`config.mk`:
```
export PLATFORM = sky130hd
export DESIGN_NAME = lrs_storage_mgr
export DESIGN_NICKNAME = d
export VERILOG_FILES = /design/src/rtl/lrs_pkg.sv /design/src/rtl/lrs_cell_store.sv /design/src/rtl/lrs_mark_stack.sv /design/src/rtl/lrs_storage_mgr.sv
export SDC_FILE = /design/constraint.sdc
export NUM_CORES = 1
export LEC_CHECK = 0
export CAP_MARGIN = 30
export CORE_MARGIN = 2
export CORE_UTILIZATION = 30
export CTS_CLUSTER_DIAMETER = 60
export CTS_CLUSTER_SIZE = 16
export DETAILED_ROUTE_END_ITERATION = 10
export DONT_BUFFER_PORTS = 1
export SLEW_MARGIN = 20
export SYNTH_ARGS = -nofsm -noshare
export SYNTH_HDL_FRONTEND = slang
export SYNTH_SLANG_ARGS = --single-unit
```
`constraint.sdc`:
```
create_clock -name clk -period 5.4 [get_ports clk]
set_input_delay 1.08 -clock clk [delete_from_list [all_inputs] [get_ports clk]]
set_output_delay 1.08 -clock clk [all_outputs]
set_load 0.02 [all_outputs]
```
`src/rtl/lrs_pkg.sv`:
```
package lrs_pkg;
  localparam int TYPE_W = 3;
  localparam int ADDR_W = 8;
  localparam int PTR_W  = TYPE_W + ADDR_W;

  localparam logic [TYPE_W-1:0] TY_NIL  = 3'd0;
  localparam logic [TYPE_W-1:0] TY_LIST = 3'd1;

  typedef struct packed {
    logic [TYPE_W-1:0] typ;
    logic [ADDR_W-1:0] addr;
  } ptr_t;

  localparam ptr_t NIL_PTR = '{typ: TY_NIL, addr: '0};

  localparam logic [1:0] OP_CAR  = 2'd0;
  localparam logic [1:0] OP_CDR  = 2'd1;
  localparam logic [1:0] OP_CONS = 2'd2;

  function automatic logic is_list(ptr_t p);
    return p.typ == TY_LIST;
  endfunction

  function automatic ptr_t mk_list(logic [ADDR_W-1:0] a);
    return '{typ: TY_LIST, addr: a};
  endfunction
endpackage

```
`src/rtl/lrs_cell_store.sv`:
```
module lrs_cell_store
  import lrs_pkg::*;
#(
  parameter int NCELLS = 16,
  parameter int IDX_W  = $clog2(NCELLS)
) (
  input  logic             clk,
  input  logic             rst_n,
  input  logic [IDX_W-1:0] rd_idx,
  output ptr_t             rd_car,
  output ptr_t             rd_cdr,
  input  logic             wr_cell_en,
  input  logic             wr_cdr_en,
  input  logic [IDX_W-1:0] wr_idx,
  input  ptr_t             wr_car,
  input  ptr_t             wr_cdr,
  input  logic             mark_set_en,
  input  logic             mark_clr_en,
  input  logic [IDX_W-1:0] mark_idx,
  output logic [NCELLS-1:0] marks
);
  ptr_t car_mem [NCELLS];
  ptr_t cdr_mem [NCELLS];

  assign rd_car = car_mem[rd_idx];
  assign rd_cdr = cdr_mem[rd_idx];

  always_ff @(posedge clk) begin
    if (wr_cell_en) car_mem[wr_idx] <= wr_car;
    if (wr_cell_en || wr_cdr_en) cdr_mem[wr_idx] <= wr_cdr;
  end

  always_ff @(posedge clk) begin
    if (!rst_n) marks <= '0;
    else if (mark_set_en) marks[mark_idx] <= 1'b1;
    else if (mark_clr_en) marks[mark_idx] <= 1'b0;
  end

  AST_MARK_SET_CLEAR_EXCL: assert property (@(posedge clk) disable iff (!rst_n)
    !(mark_set_en && mark_clr_en));
endmodule

```
`src/rtl/lrs_mark_stack.sv`:
```
module lrs_mark_stack #(
  parameter int DEPTH = 16,
  parameter int IDX_W = $clog2(DEPTH)
) (
  input  logic             clk,
  input  logic             rst_n,
  input  logic             push_en,
  input  logic [IDX_W-1:0] push_idx,
  input  logic             pop_en,
  output logic [IDX_W-1:0] top_idx,
  output logic             empty
);
  localparam int SP_W = $clog2(DEPTH + 1);

  logic [IDX_W-1:0] mem [DEPTH];
  logic [SP_W-1:0]  sp;
  logic [SP_W-1:0]  sp_m1;

  assign sp_m1   = sp - SP_W'(1);
  assign top_idx = mem[sp_m1[IDX_W-1:0]];
  assign empty   = (sp == '0);

  always_ff @(posedge clk) begin
    if (push_en) mem[sp[IDX_W-1:0]] <= push_idx;
  end

  always_ff @(posedge clk) begin
    if (!rst_n) sp <= '0;
    else if (push_en) sp <= sp + SP_W'(1);
    else if (pop_en) sp <= sp_m1;
  end

  AST_STACK_NO_OVERFLOW: assert property (@(posedge clk) disable iff (!rst_n)
    push_en |-> (sp < SP_W'(DEPTH)));
  AST_STACK_NO_UNDERFLOW: assert property (@(posedge clk) disable iff (!rst_n)
    pop_en |-> !empty);
  AST_STACK_ONE_OP: assert property (@(posedge clk) disable iff (!rst_n)
    !(push_en && pop_en));
endmodule

```
`src/rtl/lrs_storage_mgr.sv`:
```
module lrs_storage_mgr
  import lrs_pkg::*;
#(
  parameter int NCELLS = 16,
  parameter int NROOTS = 4
) (
  input  logic                    clk,
  input  logic                    rst_n,
  input  logic                    req_valid,
  input  logic [1:0]              req_op,
  input  logic [PTR_W-1:0]        req_a,
  input  logic [PTR_W-1:0]        req_b,
  input  logic [NROOTS*PTR_W-1:0] roots,
  output logic                    ack,
  output logic [PTR_W-1:0]        rsp_ptr,
  output logic                    rsp_err,
  output logic                    rsp_oom
);
  localparam int IDX_W   = $clog2(NCELLS);
  localparam int RI_LAST = NROOTS + 1;
  localparam int RI_W    = $clog2(NROOTS + 2);

  typedef enum logic [2:0] {
    S_IDLE, S_WAIT_DROP, S_MARK_ROOT, S_MARK_POP,
    S_MARK_CAR, S_MARK_CDR, S_SWEEP, S_ALLOC
  } state_e;

  state_e           state;
  logic [IDX_W-1:0] head, sidx, cur, rd_idx, mark_idx, top_idx;
  logic             free_ok, init_q, stk_empty;
  logic [RI_W-1:0]  ri;
  logic [1:0]       op_q;
  logic [NCELLS-1:0] marks;
  ptr_t a_p, b_p, root_p, gbus, rd_car, rd_cdr, sweep_link;
  logic [IDX_W-1:0] gidx;
  logic scan, push_en, pop_en, alloc_go, sweep_free, wr_cdr_en;
  logic unused_hi;

  assign a_p = ptr_t'(req_a);
  assign b_p = ptr_t'(req_b);

  always_comb begin
    root_p = b_p;
    if (ri == RI_W'(NROOTS)) root_p = a_p;
    for (int k = 0; k < NROOTS; k++)
      if (ri == RI_W'(k)) root_p = ptr_t'(roots[k*PTR_W +: PTR_W]);
  end

  // Private collector bus: one pointer under inspection per cycle.
  always_comb begin
    case (state)
      S_MARK_ROOT: gbus = root_p;
      S_MARK_CAR:  gbus = rd_car;
      S_MARK_CDR:  gbus = rd_cdr;
      default:     gbus = NIL_PTR;
    endcase
  end

  assign gidx    = gbus.addr[IDX_W-1:0];
  assign scan    = (state == S_MARK_ROOT) || (state == S_MARK_CAR) || (state == S_MARK_CDR);
  assign push_en = scan && is_list(gbus) && !marks[gidx];
  assign pop_en  = (state == S_MARK_POP) && !stk_empty;

  assign alloc_go = free_ok && (((state == S_IDLE) && req_valid && req_op == OP_CONS)
                                || (state == S_ALLOC));
  assign sweep_free = (state == S_SWEEP) && !marks[sidx];
  assign wr_cdr_en  = sweep_free;
  assign sweep_link = free_ok ? mk_list(ADDR_W'(head)) : NIL_PTR;
  assign mark_idx   = push_en ? gidx : sidx;

  always_comb begin
    if (state == S_MARK_CAR || state == S_MARK_CDR) rd_idx = cur;
    else if (state == S_IDLE && req_op != OP_CONS)  rd_idx = a_p.addr[IDX_W-1:0];
    else                                            rd_idx = head;
  end

  assign unused_hi = ^{gbus, rd_cdr, a_p};

  lrs_cell_store #(.NCELLS(NCELLS), .IDX_W(IDX_W)) u_store (
    .clk(clk), .rst_n(rst_n), .rd_idx(rd_idx), .rd_car(rd_car), .rd_cdr(rd_cdr),
    .wr_cell_en(alloc_go), .wr_cdr_en(wr_cdr_en),
    .wr_idx(alloc_go ? head : sidx), .wr_car(a_p),
    .wr_cdr(alloc_go ? b_p : sweep_link),
    .mark_set_en(push_en), .mark_clr_en((state == S_SWEEP) && marks[sidx]),
    .mark_idx(mark_idx), .marks(marks)
  );

  lrs_mark_stack #(.DEPTH(NCELLS), .IDX_W(IDX_W)) u_stack (
    .clk(clk), .rst_n(rst_n), .push_en(push_en), .push_idx(gidx),
    .pop_en(pop_en), .top_idx(top_idx), .empty(stk_empty)
  );

  always_ff @(posedge clk) begin
    if (!rst_n) begin
      state <= S_SWEEP; sidx <= '0; init_q <= 1'b1; free_ok <= 1'b0;
      head <= '0; cur <= '0; ri <= '0; op_q <= OP_CAR;
      ack <= 1'b0; rsp_ptr <= '0; rsp_err <= 1'b0; rsp_oom <= 1'b0;
    end else begin
      ack <= 1'b0; rsp_err <= 1'b0; rsp_oom <= 1'b0;
      if (alloc_go) begin
        rsp_ptr <= mk_list(ADDR_W'(head));
        head    <= rd_cdr.addr[IDX_W-1:0];
        free_ok <= is_list(rd_cdr);
        ack     <= 1'b1;
        state   <= S_WAIT_DROP;
      end else begin
        case (state)
          S_IDLE: if (req_valid) begin
            op_q <= req_op;
            if (req_op == OP_CONS) begin
              state <= S_MARK_ROOT; ri <= '0;
            end else begin
              ack <= 1'b1; state <= S_WAIT_DROP;
              if (req_op != OP_CONS + 2'd1 && is_list(a_p))
                rsp_ptr <= (req_op == OP_CAR) ? rd_car : rd_cdr;
              else begin
                rsp_ptr <= NIL_PTR; rsp_err <= 1'b1;
              end
            end
          end
          S_WAIT_DROP: if (!req_valid) state <= S_IDLE;
          S_MARK_ROOT: begin
            if (ri == RI_W'(RI_LAST)) state <= S_MARK_POP;
            else ri <= ri + RI_W'(1);
          end
          S_MARK_POP: begin
            if (stk_empty) begin
              state <= S_SWEEP; sidx <= '0; free_ok <= 1'b0;
            end else begin
              cur <= top_idx; state <= S_MARK_CAR;
            end
          end
          S_MARK_CAR: state <= S_MARK_CDR;
          S_MARK_CDR: state <= S_MARK_POP;
          S_SWEEP: begin
            if (sweep_free) begin
              head <= sidx; free_ok <= 1'b1;
            end
            if (sidx == IDX_W'(NCELLS - 1)) begin
              init_q <= 1'b0;
              state  <= init_q ? S_IDLE : S_ALLOC;
            end else sidx <= sidx + IDX_W'(1);
          end
          S_ALLOC: begin  // reached only with free_ok low
            rsp_ptr <= NIL_PTR; rsp_oom <= 1'b1; ack <= 1'b1;
            state <= S_WAIT_DROP;
          end
          default: state <= S_IDLE;
        endcase
      end
    end
  end

  AST_ACK_PULSE: assert property (@(posedge clk) disable iff (!rst_n)
    ack |=> !ack);
  AST_ERR_GIVES_NIL: assert property (@(posedge clk) disable iff (!rst_n)
    (ack && rsp_err) |-> (rsp_ptr == NIL_PTR));
  AST_OOM_GIVES_NIL: assert property (@(posedge clk) disable iff (!rst_n)
    (ack && rsp_oom) |-> (rsp_ptr == NIL_PTR));
  AST_FLAGS_WITH_ACK: assert property (@(posedge clk) disable iff (!rst_n)
    !ack |-> (!rsp_err && !rsp_oom));
  AST_CONS_IS_LIST: assert property (@(posedge clk) disable iff (!rst_n)
    (ack && op_q == OP_CONS && !rsp_oom) |-> (rsp_ptr[PTR_W-1:ADDR_W] == TY_LIST));
  AST_MARKS_CLEAR_IDLE: assert property (@(posedge clk) disable iff (!rst_n)
    (state == S_IDLE) |-> (marks == '0));
  AST_NO_ACK_IN_GC: assert property (@(posedge clk) disable iff (!rst_n)
    (scan || state == S_MARK_POP || (state == S_SWEEP && !init_q)) |=> !ack);
endmodule

```
==> impl_metrics.toml <==
[min_path]
hold_start = "init_q"
min_to = "init_q"
hold_class = "flop to flop"
min_path_cells = 2

[floorplan]
start_util = 0.303
coreArea_um2 = 70000
dieArea_um2 = 72900
num_rows = 97
ios = 85
fp.dieW_um = 270
die_h_um = 270

[yosys]
yosysSeqAreaShare = 0.641
synth-seq-cells = 471
synth.largest_area_cell = "edfxtp_1"
yosys-top-cells-area = "edfxtp_1, dfxtp_1, nand2_1"
synth_top_area_share = 0.589
synth_area_um2 = 21200
synthCells = 1684
ys_types = 94
synth_top_flop_cell = "edfxtp_1"
synth_common_cells = "edfxtp_1, nand2_1, nand3_1"
async_reset_ff_frac = 0
synth_compound_area_frac = 0.108
synth_xor_area_frac = 0.00165
synth_top_family_by_area = "simple AND/OR/NAND/NOR gates"
synthAdderAreaFrac = 0.00649
synthMuxAreaShare = 0.0674
synth_edf_count = 416
synth_warnings = 0
synth_nets = 1766
yosysMostFrequentCell = "edfxtp_1"
synth-simple-area-share = 0.145
syn-mean-instance-area_um2 = 12.6

[global_routing]
grt_pass1_wl_um = 90700
gr-usage-met1 = 0.212
met3_usage = 0.0285
grt_max_degree = 65
grt.busiest_layer = "met2"
grt_remaining_overflow = 0
grt_pass1_vias = 13927
grt_antenna_before_repair = 2
grt_util_met2 = 0.269
grt_usage = 0.163

[clock_network]
post-cts-setup-buffers = 0
cts_hold_buf = 0
cts_root_buffer = "clkbuf_16"
cts_resized = 0
htreeDepth = 2
cts_num_sinks = 471
cts_buffer_depth = 3
cts_tree = "built"
cts_made_buffers = 38
path_clk_slew_ns = 0.07
insertion_delay_ns = 0.58

[timing]
skew_ns = 0.0283
timing_hold_violations_final = 0
tightest_slew_ns = 1.05
final-setup-viol-count = 0
final.period_utilization = 0.922
tns_ns = 0
rsz0062_at_grt = "false"
whs_ns = 0.499
fin_crit_ns = 4.98
fin_ws_ns = 0.423
relSlewSlack = 0.298
max_clock_freq_mhz = 201
report.final.slew_viol_count = 0

[route]
firstDrtPassIters = 5
final_antenna_net_count = 0
wire_per_inst_um = 22.9
drc = 0
via_per_inst = 5.34
drt_iter0_drc = 1449
vias = 14375
wl_um = 61600

[power]
sw_frac_of_total = 0.364
share_comb_of_total_power = 0.355
clock_power_share = 0.245
power.leakage_nw = 8.05
power.internal_mw = 7.04
peakVddDrop_uv = 284
cellPowerDensity_nw_per_um2 = 461
sequentialPowerShare = 0.401
p_sw_mw = 4.03
power_mw = 11.1

[worst_setup_path]
regToRegSetupSlack_ns = 0.42
rr_worst_depth = 14
r2r_end = "u_stack.mem[8][2]"
worst-path-buf-inv = 2
path_class = "flop to flop"
crit_fanout = 18
worst_setup_path_end_kind = "flop"
cp_num_cells = 14
critPathSlowestCell = "dfxtp_1"
r2r-start = "state[2]"
start_kind = "flop"
cp.required_ns = 5.71
path_cells = "and3b_1, a21oi_2, nand3_4, nor3_1, buf_4, a22oi_1, and4_1, a22o_1, o311ai_1, o32a_1, and3_2, nor3_4, buf_12, and3_1"
max_stage_delay_ns = 0.56
crit_family = "simple AND/OR/NAND/NOR gates"
worstPathArrival_ns = 5.28

[placed_design]
place_congestion = 0.922
dp_hpwl_um = 42200
io_buffers = 0
pre_cts_slack_ns = 0.224

[finish]
area_growth_pct = 13.2
antennaDiodeCount = 0
drive_gt1_frac = 0.142
n_fill_cell = 6797
fin_nets = 1813

[run]
drv_cap = 0

[run_status]
outcome = "complete, no violations"
==> placed cells by master, fill, tap and decap left out, types with 20 or more instances in the layout <==
| cell type | count |
|---|---|
| and3_1 | 47 |
| nand4_1 | 22 |
| o211ai_1 | 32 |
| clkbuf_16 | 38 |
| dfxtp_1 | 55 |
| buf_4 | 108 |
| mux2i_1 | 73 |
| mux4_2 | 27 |
| edfxtp_1 | 416 |
| a21oi_1 | 56 |
| inv_1 | 31 |
| nand2_1 | 254 |
| nor2_1 | 100 |
| nand3_1 | 120 |
| o21ai_0 | 42 |
| a31oi_1 | 20 |
| a22oi_1 | 21 |
==> power groups by stage <==
stage                     registers (mW)  logic (mW)  clock network (mW)
after detailed placement            4.51        3.88                   0
after global routing                4.45        4.21                2.88
after global placement              4.50        3.83                   0
after CTS                           4.43        3.89                2.76
after floorplan                     4.40        2.54                   0
final                               4.44        3.93                2.71
==> metal layers <==
metal	share of wire	wire length, um	up-vias
met1	0.41	25000	7191
met3	0.078	4820	113
met4	0.039	2410	0
li1	-	-	6507
met5	0	0	-
met2	0.48	29300	564
==> kinds of logic after synthesis <==
kind of cell,after synthesis
muxes,108
AOI/OAI and AO/OA,302
xor gates and xnor gates,4
buffers and inverters,142
and+or+nand+nor,646
adders and majority gates,11
DFF,471
==> stage by stage <==
step,cells,util,cell area [um^2]
6_report,2691,0.343,24000
4_1_cts,2687,0.343,24000
3_3_place_gp,2627,0.326,22800
5_1_grt,2691,0.343,24000
3_5_place_dp,2627,0.326,22800
2_1_floorplan,1684,-,21200
==> layout make-up <==
type                       count  area, um^2  share of cell area
sequential                   471       13600               0.566
multi-input combinational   1071        7020               0.292
tap                          940        1180              0.0490
clock buffer                  51        1010              0.0420
timing repair buffer         115         951              0.0396
clock inverter                 9         139             0.00578
inverter                      34         128             0.00531
==> worst min-delay path, stage by stage, from the launching register on <==
cell and delay, ns:
dfxtp_1 0.35, nand2_1 0.07, nand2_1 0.04
==> worst max-delay path by stage <==
stage,from,to,slack (ns)
2_1_floorplan,req_op[0],u_stack.mem[15][0],0.76
3_3_place_gp,req_op[0],u_stack.mem[10][0],0.29
3_5_place_dp,req_op[0],u_stack.mem[10][3],0.22
4_1_cts,state[2],u_stack.mem[10][0],0.57
5_1_grt,state[2],u_stack.mem[10][3],0.21
6_report,state[2],u_stack.mem[8][2],0.42
==> state kept, by name, summed over array words and instances, names as in the netlist, named ones only <==
| signal | count |
|---|---|
| u_store.car_mem | 176 |
| u_store.cdr_mem | 176 |
| u_stack.mem | 64 |
| rsp_ptr | 11 |
| u_stack.sp | 5 |
| cur | 4 |
| head | 4 |
| sidx | 4 |
| ri | 3 |
| state | 3 |
| ack | 1 |
| free_ok | 1 |
| init_q | 1 |
| rsp_err | 1 |
| rsp_oom | 1 |
No activity file was read; power rests on OpenSTA's default activity.
